===== src/rtl/pwrcyc_pkg.sv =====
`timescale 1ns/1ps
package pwrcyc_pkg;

  typedef enum logic [2:0] {
    PH_IDLE = 3'd0,
    PH_WAKE = 3'd1,
    PH_ACQ  = 3'd2,
    PH_CONV = 3'd3,
    PH_READ = 3'd4
  } phase_e;

  typedef struct packed {
    logic ana;
    logic adc;
    logic dout;
  } dom_t;

  // Supply domains that each phase keeps powered.
  function automatic dom_t dom_of(phase_e p);
    dom_t d;
    d = '0;
    case (p)
      PH_WAKE, PH_ACQ: d.ana  = 1'b1;
      PH_CONV:         d.adc  = 1'b1;
      PH_READ:         d.dout = 1'b1;
      default:         d      = '0;
    endcase
    return d;
  endfunction

  function automatic int unsigned max3(int unsigned a, int unsigned b, int unsigned c);
    int unsigned m;
    m = (a > b) ? a : b;
    return (m > c) ? m : c;
  endfunction

  // Length of the acquisition window in clock cycles.
  function automatic int unsigned acq_len(int unsigned per, int unsigned n);
    return per * n;
  endfunction

  function automatic int unsigned cnt_width(int unsigned limit);
    return (limit < 2) ? 1 : $clog2(limit + 1);
  endfunction

endpackage


===== src/rtl/pwrcyc_span_cnt.sv =====
`timescale 1ns/1ps
// Cycle counter for the current phase; restarts when the phase changes.
module pwrcyc_span_cnt #(
  parameter int W = 8
) (
  input  logic         clk,
  input  logic         rst_n,
  input  logic         clr,
  output logic [W-1:0] cnt
);
  always_ff @(posedge clk or negedge rst_n) begin
    if (!rst_n)   cnt <= '0;
    else if (clr) cnt <= '0;
    else          cnt <= cnt + 1'b1;
  end
endmodule


===== src/rtl/pwrcyc_bx_gen.sv =====
`timescale 1ns/1ps
// Crossing-period generator, active only during acquisition.
module pwrcyc_bx_gen #(
  parameter int BX_PER = 34,
  parameter int N_BX   = 2820
) (
  input  logic clk,
  input  logic rst_n,
  input  logic run,
  output logic strobe,
  output logic last
);
  localparam int PH_W  = pwrcyc_pkg::cnt_width(BX_PER);
  localparam int IDX_W = pwrcyc_pkg::cnt_width(N_BX);

  logic [PH_W-1:0]  ph_q;
  logic [IDX_W-1:0] idx_q;
  logic             per_end;

  assign per_end = (ph_q == PH_W'(BX_PER - 1));

  always_ff @(posedge clk or negedge rst_n) begin
    if (!rst_n) begin
      ph_q  <= '0;
      idx_q <= '0;
    end else if (!run) begin
      ph_q  <= '0;
      idx_q <= '0;
    end else if (per_end) begin
      ph_q  <= '0;
      idx_q <= idx_q + 1'b1;
    end else begin
      ph_q  <= ph_q + 1'b1;
    end
  end

  assign strobe = run && (ph_q == '0);
  assign last   = run && per_end && (idx_q == IDX_W'(N_BX - 1));
endmodule


===== src/rtl/pwrcyc_err_cnt.sv =====
`timescale 1ns/1ps
// Saturating event counter.
module pwrcyc_err_cnt #(
  parameter int W = 8
) (
  input  logic         clk,
  input  logic         rst_n,
  input  logic         inc,
  output logic [W-1:0] cnt
);
  always_ff @(posedge clk or negedge rst_n) begin
    if (!rst_n)                  cnt <= '0;
    else if (inc && (cnt != '1)) cnt <= cnt + 1'b1;
  end
endmodule


===== src/rtl/pwrcyc_seq.sv =====
`timescale 1ns/1ps
module pwrcyc_seq #(
  parameter int BX_PER   = 34,
  parameter int N_BX     = 2820,
  parameter int WAKE_CYC = 2000,
  parameter int CONV_TO  = 50000,
  parameter int READ_TO  = 50000,
  parameter int ERR_W    = 8
) (
  input  logic             clk,
  input  logic             rst_n,
  input  logic             train_start_i,
  input  logic             conv_done_i,
  input  logic             rd_done_i,
  output logic [2:0]       phase_o,
  output logic             pwr_ana_o,
  output logic             pwr_adc_o,
  output logic             pwr_dout_o,
  output logic             acq_o,
  output logic             bx_strobe_o,
  output logic             ovr_conv_o,
  output logic             ovr_read_o,
  output logic [ERR_W-1:0] err_cnt_o
);
  import pwrcyc_pkg::*;

  localparam int SPAN_MAX = max3(WAKE_CYC, CONV_TO, READ_TO);
  localparam int SPAN_W   = cnt_width(SPAN_MAX);

  phase_e          phase_q, phase_nxt;
  dom_t            dom_q;
  logic [SPAN_W-1:0] span_cnt;
  logic            span_clr;
  logic            acq_run, acq_last;
  logic            wake_end, conv_end, read_end;
  // Named internal events for the checker.
  logic            conv_timeout, read_timeout, stray_start;
  logic            ovr_conv_q, ovr_read_q;

  assign wake_end = (span_cnt == SPAN_W'(WAKE_CYC - 1));
  assign conv_end = (span_cnt == SPAN_W'(CONV_TO - 1));
  assign read_end = (span_cnt == SPAN_W'(READ_TO - 1));

  assign conv_timeout = (phase_q == PH_CONV) && !conv_done_i && conv_end;
  assign read_timeout = (phase_q == PH_READ) && !rd_done_i && read_end;
  assign stray_start  = train_start_i && (phase_q != PH_IDLE);

  always_comb begin
    phase_nxt = phase_q;
    case (phase_q)
      PH_IDLE: if (train_start_i)                phase_nxt = PH_WAKE;
      PH_WAKE: if (wake_end)                     phase_nxt = PH_ACQ;
      PH_ACQ:  if (acq_last)                     phase_nxt = PH_CONV;
      PH_CONV: if (conv_done_i || conv_timeout)  phase_nxt = PH_READ;
      PH_READ: if (rd_done_i || read_timeout)    phase_nxt = PH_IDLE;
      default:                                   phase_nxt = PH_IDLE;
    endcase
  end

  assign span_clr = (phase_nxt != phase_q) || (phase_q == PH_IDLE);
  assign acq_run  = (phase_q == PH_ACQ);

  pwrcyc_span_cnt #(.W(SPAN_W)) u_span (
    .clk   (clk),
    .rst_n (rst_n),
    .clr   (span_clr),
    .cnt   (span_cnt)
  );

  pwrcyc_bx_gen #(.BX_PER(BX_PER), .N_BX(N_BX)) u_bx (
    .clk    (clk),
    .rst_n  (rst_n),
    .run    (acq_run),
    .strobe (bx_strobe_o),
    .last   (acq_last)
  );

  pwrcyc_err_cnt #(.W(ERR_W)) u_err (
    .clk   (clk),
    .rst_n (rst_n),
    .inc   (stray_start),
    .cnt   (err_cnt_o)
  );

  always_ff @(posedge clk or negedge rst_n) begin
    if (!rst_n) begin
      phase_q    <= PH_IDLE;
      dom_q      <= '0;
      ovr_conv_q <= 1'b0;
      ovr_read_q <= 1'b0;
    end else begin
      phase_q    <= phase_nxt;
      dom_q      <= dom_of(phase_nxt);
      if (conv_timeout) ovr_conv_q <= 1'b1;
      if (read_timeout) ovr_read_q <= 1'b1;
    end
  end

  assign phase_o    = phase_q;
  assign pwr_ana_o  = dom_q.ana;
  assign pwr_adc_o  = dom_q.adc;
  assign pwr_dout_o = dom_q.dout;
  assign acq_o      = acq_run;
  assign ovr_conv_o = ovr_conv_q;
  assign ovr_read_o = ovr_read_q;
endmodule


===== config.mk =====
export PLATFORM = sky130hd
export DESIGN_NAME = pwrcyc_seq
export DESIGN_NICKNAME = d
export VERILOG_FILES = /design/src/rtl/pwrcyc_pkg.sv /design/src/rtl/pwrcyc_span_cnt.sv /design/src/rtl/pwrcyc_bx_gen.sv /design/src/rtl/pwrcyc_err_cnt.sv /design/src/rtl/pwrcyc_seq.sv
export SDC_FILE = /design/constraint.sdc
export NUM_CORES = 1
export LEC_CHECK = 0
export BUFFER_PORTS_ARGS = -buffer_cell sky130_fd_sc_hd__buf_4
export CORE_ASPECT_RATIO = 0.7
export CORE_MARGIN = 1
export CORE_UTILIZATION = 45
export DETAILED_ROUTE_END_ITERATION = 12
export GPL_ROUTABILITY_DRIVEN = 1
export SETUP_SLACK_MARGIN = 0.1
export SLEW_MARGIN = 10
export SYNTH_ARGS = -nofsm -noshare
export SYNTH_HDL_FRONTEND = slang
export SYNTH_HIERARCHICAL = 1
export SYNTH_SLANG_ARGS = --single-unit

===== constraint.sdc =====
create_clock -name clk -period 6.8 [get_ports clk]
set_clock_uncertainty 0.2 [all_clocks]
set_input_delay 1.02 -clock clk [delete_from_list [all_inputs] [get_ports clk]]
set_output_delay 1.02 -clock clk [all_outputs]
set_load 0.05 [all_outputs]

==> results of run 1 <==
per-stage QoR:
| stage | area, um2 | worst slack (ps) |
|---|---|---|
| floorplan | 2690 | 2410 |
| global placement | 2910 | 3780 |
| detailed placement | 2910 | 3710 |
| CTS | 3050 | 3360 |
| global route | 3050 | 3250 |
| finish | 3050 | 3400 |
synth_stat cells, types with 5 or more instances:
master    instances  share of area [%]
xnor2_1          11                3.6
nand4_1           9                2.1
dfrtp_1          50                 47
xor2_1            5                1.6
inv_1            14                2.0
nor2_1           24                3.4
or3_1             5                1.2
ha_1              6                2.8
nand2b_1          6                1.4
mux2i_1           7                2.6
o21ai_0           9                1.7
nand3_1          14                2.6
nor4_1            7                1.6
nor3_1           10                1.9
nand2_1          18                2.5
a21oi_1          15                2.8
metal layers:
metal	up-vias	GRT usage, %	share of wire [%]
met5	-	0	0
met4	0	5.77	1.2
met3	6	3.88	4.0
met2	44	23.3	39
met1	1013	29.7	56
li1	1033	-	-
layout make-up:
class | count | area [um2] | share of cell area [%]
sequential | 50 | 1250 | 41.0
multi-input combinational | 197 | 1340 | 43.9
clock inverter | 2 | 60.1 | 1.97
tap | 75 | 93.8 | 3.07
inverter | 14 | 52.6 | 1.72
clock buffer | 6 | 82.6 | 2.70
timing repair buffer | 23 | 173 | 5.65
sequential cells by signal, summed over array words and instances (netlist names):
signal	count
u_err/cnt	8
u_span/cnt	16
ovr_conv_o	1
pwr_ana_o	1
u_bx/ph_q	6
phase_o	3
pwr_dout_o	1
u_bx/idx_q	12
pwr_adc_o	1
ovr_read_o	1
power by group:
group | internal (uW) | leakage [uW] | switching, uW | total (uW)
logic | 85.7 | 0.000469 | 161 | 246
clock network | 157 | 0.0000714 | 99.3 | 256
registers | 335 | 0.000670 | 65.3 | 400
total | 578 | 0.00121 | 325 | 903
cells in the final DEF, fill, tap and decap left out, drive strengths merged, types with 3 or more instances in the layout:
cell type,netlist,routed
and4,3,3
nor4,9,9
nand4,10,10
nor2,24,24
ha,6,6
buf,6,23
xor2,5,5
o21ai,10,10
dfrtp,50,50
nand3,16,16
nand2,18,18
or4,4,4
nor3,10,10
mux2i,7,7
nand2b,6,6
xnor2,11,11
inv,14,14
a21o,3,3
o31ai,4,4
a41oi,3,3
or3,7,7
a21oi,15,15
clkbuf,1,6
final timing paths:
| path | end | slack [ps] |
|---|---|---|
| min reg2reg | ovr_conv_o$_DFFE_PN0P_ | 270 |
| max | bx_strobe_o | 3400 |
| max reg2reg | u_span/cnt[5]$_DFF_PN0_ | 3710 |
| min | ovr_conv_o$_DFFE_PN0P_ | 270 |
| min in group asynchronous | u_bx/idx_q[5]$_DFFE_PN0P_ | 530 |
| max in group asynchronous | u_err/cnt[7]$_DFFE_PN0P_ | 5440 |
worst reg2reg max path: cells and delay by family, from the launching register on:
kind | cells | cell delay (ps)
AOI/OAI and AO/OA | 3 | 400
and+or+nand+nor | 4 | 1670
buffers and inverters | 1 | 230
DFF | 1 | 470
kinds of logic after synthesis:
logic type | after synthesis
adders and majority gates | 6
buffers and inverters | 21
and+or+nand+nor | 118
AOI/OAI and AO/OA | 48
DFF | 50
xor gates and xnor gates | 16
muxes | 9
==> flow_metrics.tcl, run 1 <==
set metrics [dict create \
    numCtsBuffers 5 \
    fin_cells 367 \
    utilization_pct 53.3 \
    post_cts_buffers 0 \
    dpl.hpwl_um 3750 \
    maxCapViolations 0 \
    critPathArrivalTime_ps 2180 \
    cp_max_fo 15 \
    synth_edf_count 0 \
    hold_depth 1 \
    core_region_area_mm2 0.00573 \
    grt_max_degree 51 \
    cts_buffer_depth 2 \
    cp_top_family "simple AND/OR/NAND/NOR gates" \
    n_antenna_cell 0 \
    setup_tns_ps 0 \
    final.fill_count 524 \
    crit_required_ps 5580 \
    post_cts_resize_count 0 \
    gr-usage-all-layers_pct 18.3 \
    endpoint_kind "output pin" \
    min_path_type "flop to flop" \
    via_per_inst 5.71 \
    start_util_pct 46.9 \
    cpPeakStageDelay_ps 660 \
    cts_tree "built" \
    hold_ws_ps 265 \
    syn_area_mm2 0.00269 \
    reg2regPathDepth 8 \
    pin_count 23 \
    antenna_found_initial 0 \
    hold_start "ovr_conv_o$_DFFE_PN0P_" \
    worstPathCellList "nand2b_1 -> nor2_1 -> nand2_1 -> nor3_1 -> buf_4" \
    yosysWarnings 6 \
    dieArea_mm2 0.00629 \
    synthToLayoutAreaGrowth_pct 13.7 \
    max_clock_freq_ghz 0.294 \
    drive_above_1_share_pct 17.5 \
    critPathKind "flop to output pin" \
    synthMuxAreaShare_pct 3.59 \
    power.density_mw_per_mm2 296 \
    clock_latency_ps 310 \
    synth-compound-area-share_pct 11.9 \
    htreeDepth 2 \
    grt_pass1_vias 1779 \
    async_reset_ff_share_pct 100 \
    vdd_drop_max_uv 277 \
    rsz0062_at_grt "no" \
    ant_nets 0 \
    avgSynthCellArea_um2 10.0 \
    drcViolationCount 0 \
    die_y_um 66.6 \
    crit_path_start_kind "flop" \
    setup_viol 0 \
    reg2reg_from "phase_o[2]$_DFF_PN0_" \
    first_iter_violations 204 \
    synthCells 268 \
    setup.worst_path.start "phase_o[2]$_DFF_PN0_" \
    ys_seq_area_share_pct 46.6 \
    yosys.area_share.xor_xnor_pct 5.22 \
    synth_top_flop_cell "dfrtp_1" \
    port_buffers 22 \
    dp.cells 359 \
    p_leak_uw 0.00121 \
    critical_path_depth 5 \
    gp_congestion 0.828 \
    maxSlewViolCount 0 \
    worst_slew_pin_slew_ps 839 \
    synth_nets 279 \
    ys_ff_latch 50 \
    timing_hold_violations_final 0 \
    path_clk_slew_ps 90 \
    fin_nets 302 \
    fin_crit_ps 3400 \
    vias 2096 \
    cts_num_sinks 50 \
    synth_fa_ha_area_share_pct 2.79 \
    synth_cell_type_count 55 \
    root_buffer "clkbuf_8" \
    row_count 23 \
    synth_top_family_by_area "simple AND/OR/NAND/NOR gates" \
    finalWirelength_um 5360 \
    grt_overflow_total 0 \
    synthSimpleGateAreaFrac_pct 26.4 \
    grt_pass1_wl_um 8780 \
    finalCritPeriodShare_pct 50.0 \
    postCtsHoldBufs 0 \
    routedWlPerCell_um 14.6 \
    slew_headroom_pct 43.9 \
    p_total_uw 903 \
    die_w_um 94.3 \
    slowest_stage "nor2_1" \
    path_buf_inv 1 \
    first_pass_iters 5 \
    outcome "complete, no violations" \
]
Note: power is estimated with default switching activity, not from simulation.
==> inputs of run 2 (changes only) <==
Clock period 6.8 ns to 3.2 ns, I/O delays scaled along.
==> flow_metrics.tcl, run 2 (same netlist as run 1, synthesis figures left out) <==
set metrics [dict create \
    grt_max_degree 51 \
    crit_required_ps 3180 \
    post_cts_resize_count 0 \
    hold_ws_ps -6.23 \
    grt_pass1_wl_um 9030 \
    dp_slack_ps 571 \
    grt_pass1_vias 1878 \
    routedWlPerCell_um 14.7 \
    rsz0062_at_grt "no" \
    drive_above_1_share_pct 18.5 \
    antenna_found_initial 0 \
    root_buffer "clkbuf_8" \
    violations "hold timing" \
    die_w_um 94.3 \
    timing_hold_violations_final 8 \
    reg2reg_from "phase_o[2]$_DFF_PN0_" \
    port_buffers 22 \
    critPathKind "flop to flop" \
    gr-usage-all-layers_pct 18.6 \
    cts_tree "built" \
    final_common_cell "dfrtp_1" \
    power.density_mw_per_mm2 580 \
    start_util_pct 46.9 \
    core_region_area_mm2 0.00573 \
    dp.cells 359 \
    finalCritPeriodShare_pct 82.2 \
    mostFrequentLayoutCells "49 x dfrtp_1, 23 x nor2_1, 23 x buf_4" \
    n_antenna_cell 0 \
    vdd_drop_max_uv 582 \
    r2r_setup_slack_ps 570 \
    row_count 23 \
    first_iter_violations 108 \
    outcome "finished with violations" \
    maxCapViolations 0 \
    fin_cells 367 \
    postCtsHoldBufs 0 \
    worst_slew_pin_slew_ps 633 \
    fin_crit_ps 2630 \
    cts_num_sinks 50 \
    endpoint_kind "flop" \
    max_flop_register "u_span/cnt" \
    finalWirelength_um 5390 \
    via_per_inst 5.61 \
    numCtsBuffers 5 \
    r2r-end "u_span/cnt[6]$_DFF_PN0_" \
    die_y_um 66.6 \
    max_clock_freq_ghz 0.380 \
    post_cts_buffers 0 \
    slew_headroom_pct 57.8 \
    grt_overflow_total 0 \
    endpoint "u_span/cnt[6]$_DFF_PN0_" \
    setup_ws_ps 569 \
    maxSlewViolCount 0 \
    clock_latency_ps 300 \
    p_leak_uw 0.00119 \
    dieArea_mm2 0.00629 \
    setup_tns_ps 0 \
    reg2regPathDepth 8 \
    dpl.hpwl_um 3810 \
    setup.worst_path.start "phase_o[2]$_DFF_PN0_" \
    ant_nets 0 \
    final.fill_count 513 \
    crit_path_start_kind "flop" \
    gp_congestion 0.774 \
    min_path_type "input port to asynchronous set/reset pin" \
    synthToLayoutAreaGrowth_pct 12.4 \
    htreeDepth 2 \
    multiInputGateArea_mm2 0.00136 \
    fin_nets 302 \
    cp_max_fo 16 \
    setup_viol 0 \
    cts_buffer_depth 2 \
    largest_reg_flops 16 \
    drcViolationCount 0 \
    path_clk_slew_ps 80 \
    pin_count 23 \
    reg_top3 "u_span/cnt: 16 flops, u_bx/idx_q: 12 flops, u_err/cnt: 8 flops" \
    first_pass_iters 4 \
    layout.area.seq_mm2 0.00125 \
    critPathArrivalTime_ps 2610 \
    p_total_uw 1750 \
    vias 2058 \
]
==> run 2: cell types whose count changed in the layout (fill, tap and decap cells not counted) <==
cell       previous run  this run
a21oi_1              15        14
a21oi_2               0         1
bufinv_16             2         0
clkbuf_1              0         1
clkinv_2              0         1
dfrtp_1              50        49
dfrtp_2               0         1
nor2_1               24        23
nor2_4                0         1
nor3_1               10         9
nor3_2                0         1
==> run 2: how the worst min path moves through the flow <==
stage                                      start                endpoint  slack (ps)  cells past startpoint
final                                      rst_n  ovr_read_o$_DFFE_PN0P_          -6                      1
after global routing                       rst_n     pwr_ana_o$_DFF_PN0_          40                      1
after CTS                                  rst_n     pwr_ana_o$_DFF_PN0_          20                      1
after detailed placement  ovr_conv_o$_DFFE_PN0P_  ovr_conv_o$_DFFE_PN0P_         250                      1
after global placement    ovr_conv_o$_DFFE_PN0P_  ovr_conv_o$_DFFE_PN0P_         250                      1
after floorplan                            rst_n  ovr_conv_o$_DFFE_PN0P_         -20                      0
==> run 2: per-layer routing <==
layer | wire, um | vias up | global-route usage, %
met5 | 0 | - | 0
met4 | 47 | 0 | 5.19
met3 | 317 | 4 | 4.11
met2 | 2120 | 52 | 26.1
met1 | 2900 | 976 | 28.3
li1 | - | 1026 | -
==> run 2: where the power goes <==
part	switching [uW]	internal (uW)
combinational	341	183
clock	202	175
sequential	140	712
total	683	1070
==> run 2: area by class of cell <==
cell class	instances	area share, %
clock buffer	7	2.86
timing repair buffer	23	5.72
tap	75	3.11
inverter	14	1.74
sequential	50	41.5
multi-input combinational	197	44.9
clock inverter	1	0.166
==> run 2: through the flow <==
step / instance area, um2 / utilization [%] / hold WS [ps]
after detailed placement: 2930 / 51.1 / 251
after CTS: 3020 / 52.7 / 18.5
after global routing: 3020 / 52.7 / 39.0
after floorplan: 2700 / - / -15.6
final: 3020 / 52.7 / -6.23
after global placement: 2930 / 51.1 / 248
==> run 2: critical path, cell delays in order, from the launching register on <==
cell and delay [ps]:
dfrtp_1 460, nand2b_1 250, nor2_4 330, nand4b_1 150, nor4_1 510, o32ai_1 180
a21oi_2 120, buf_4 220, nor2_1 80
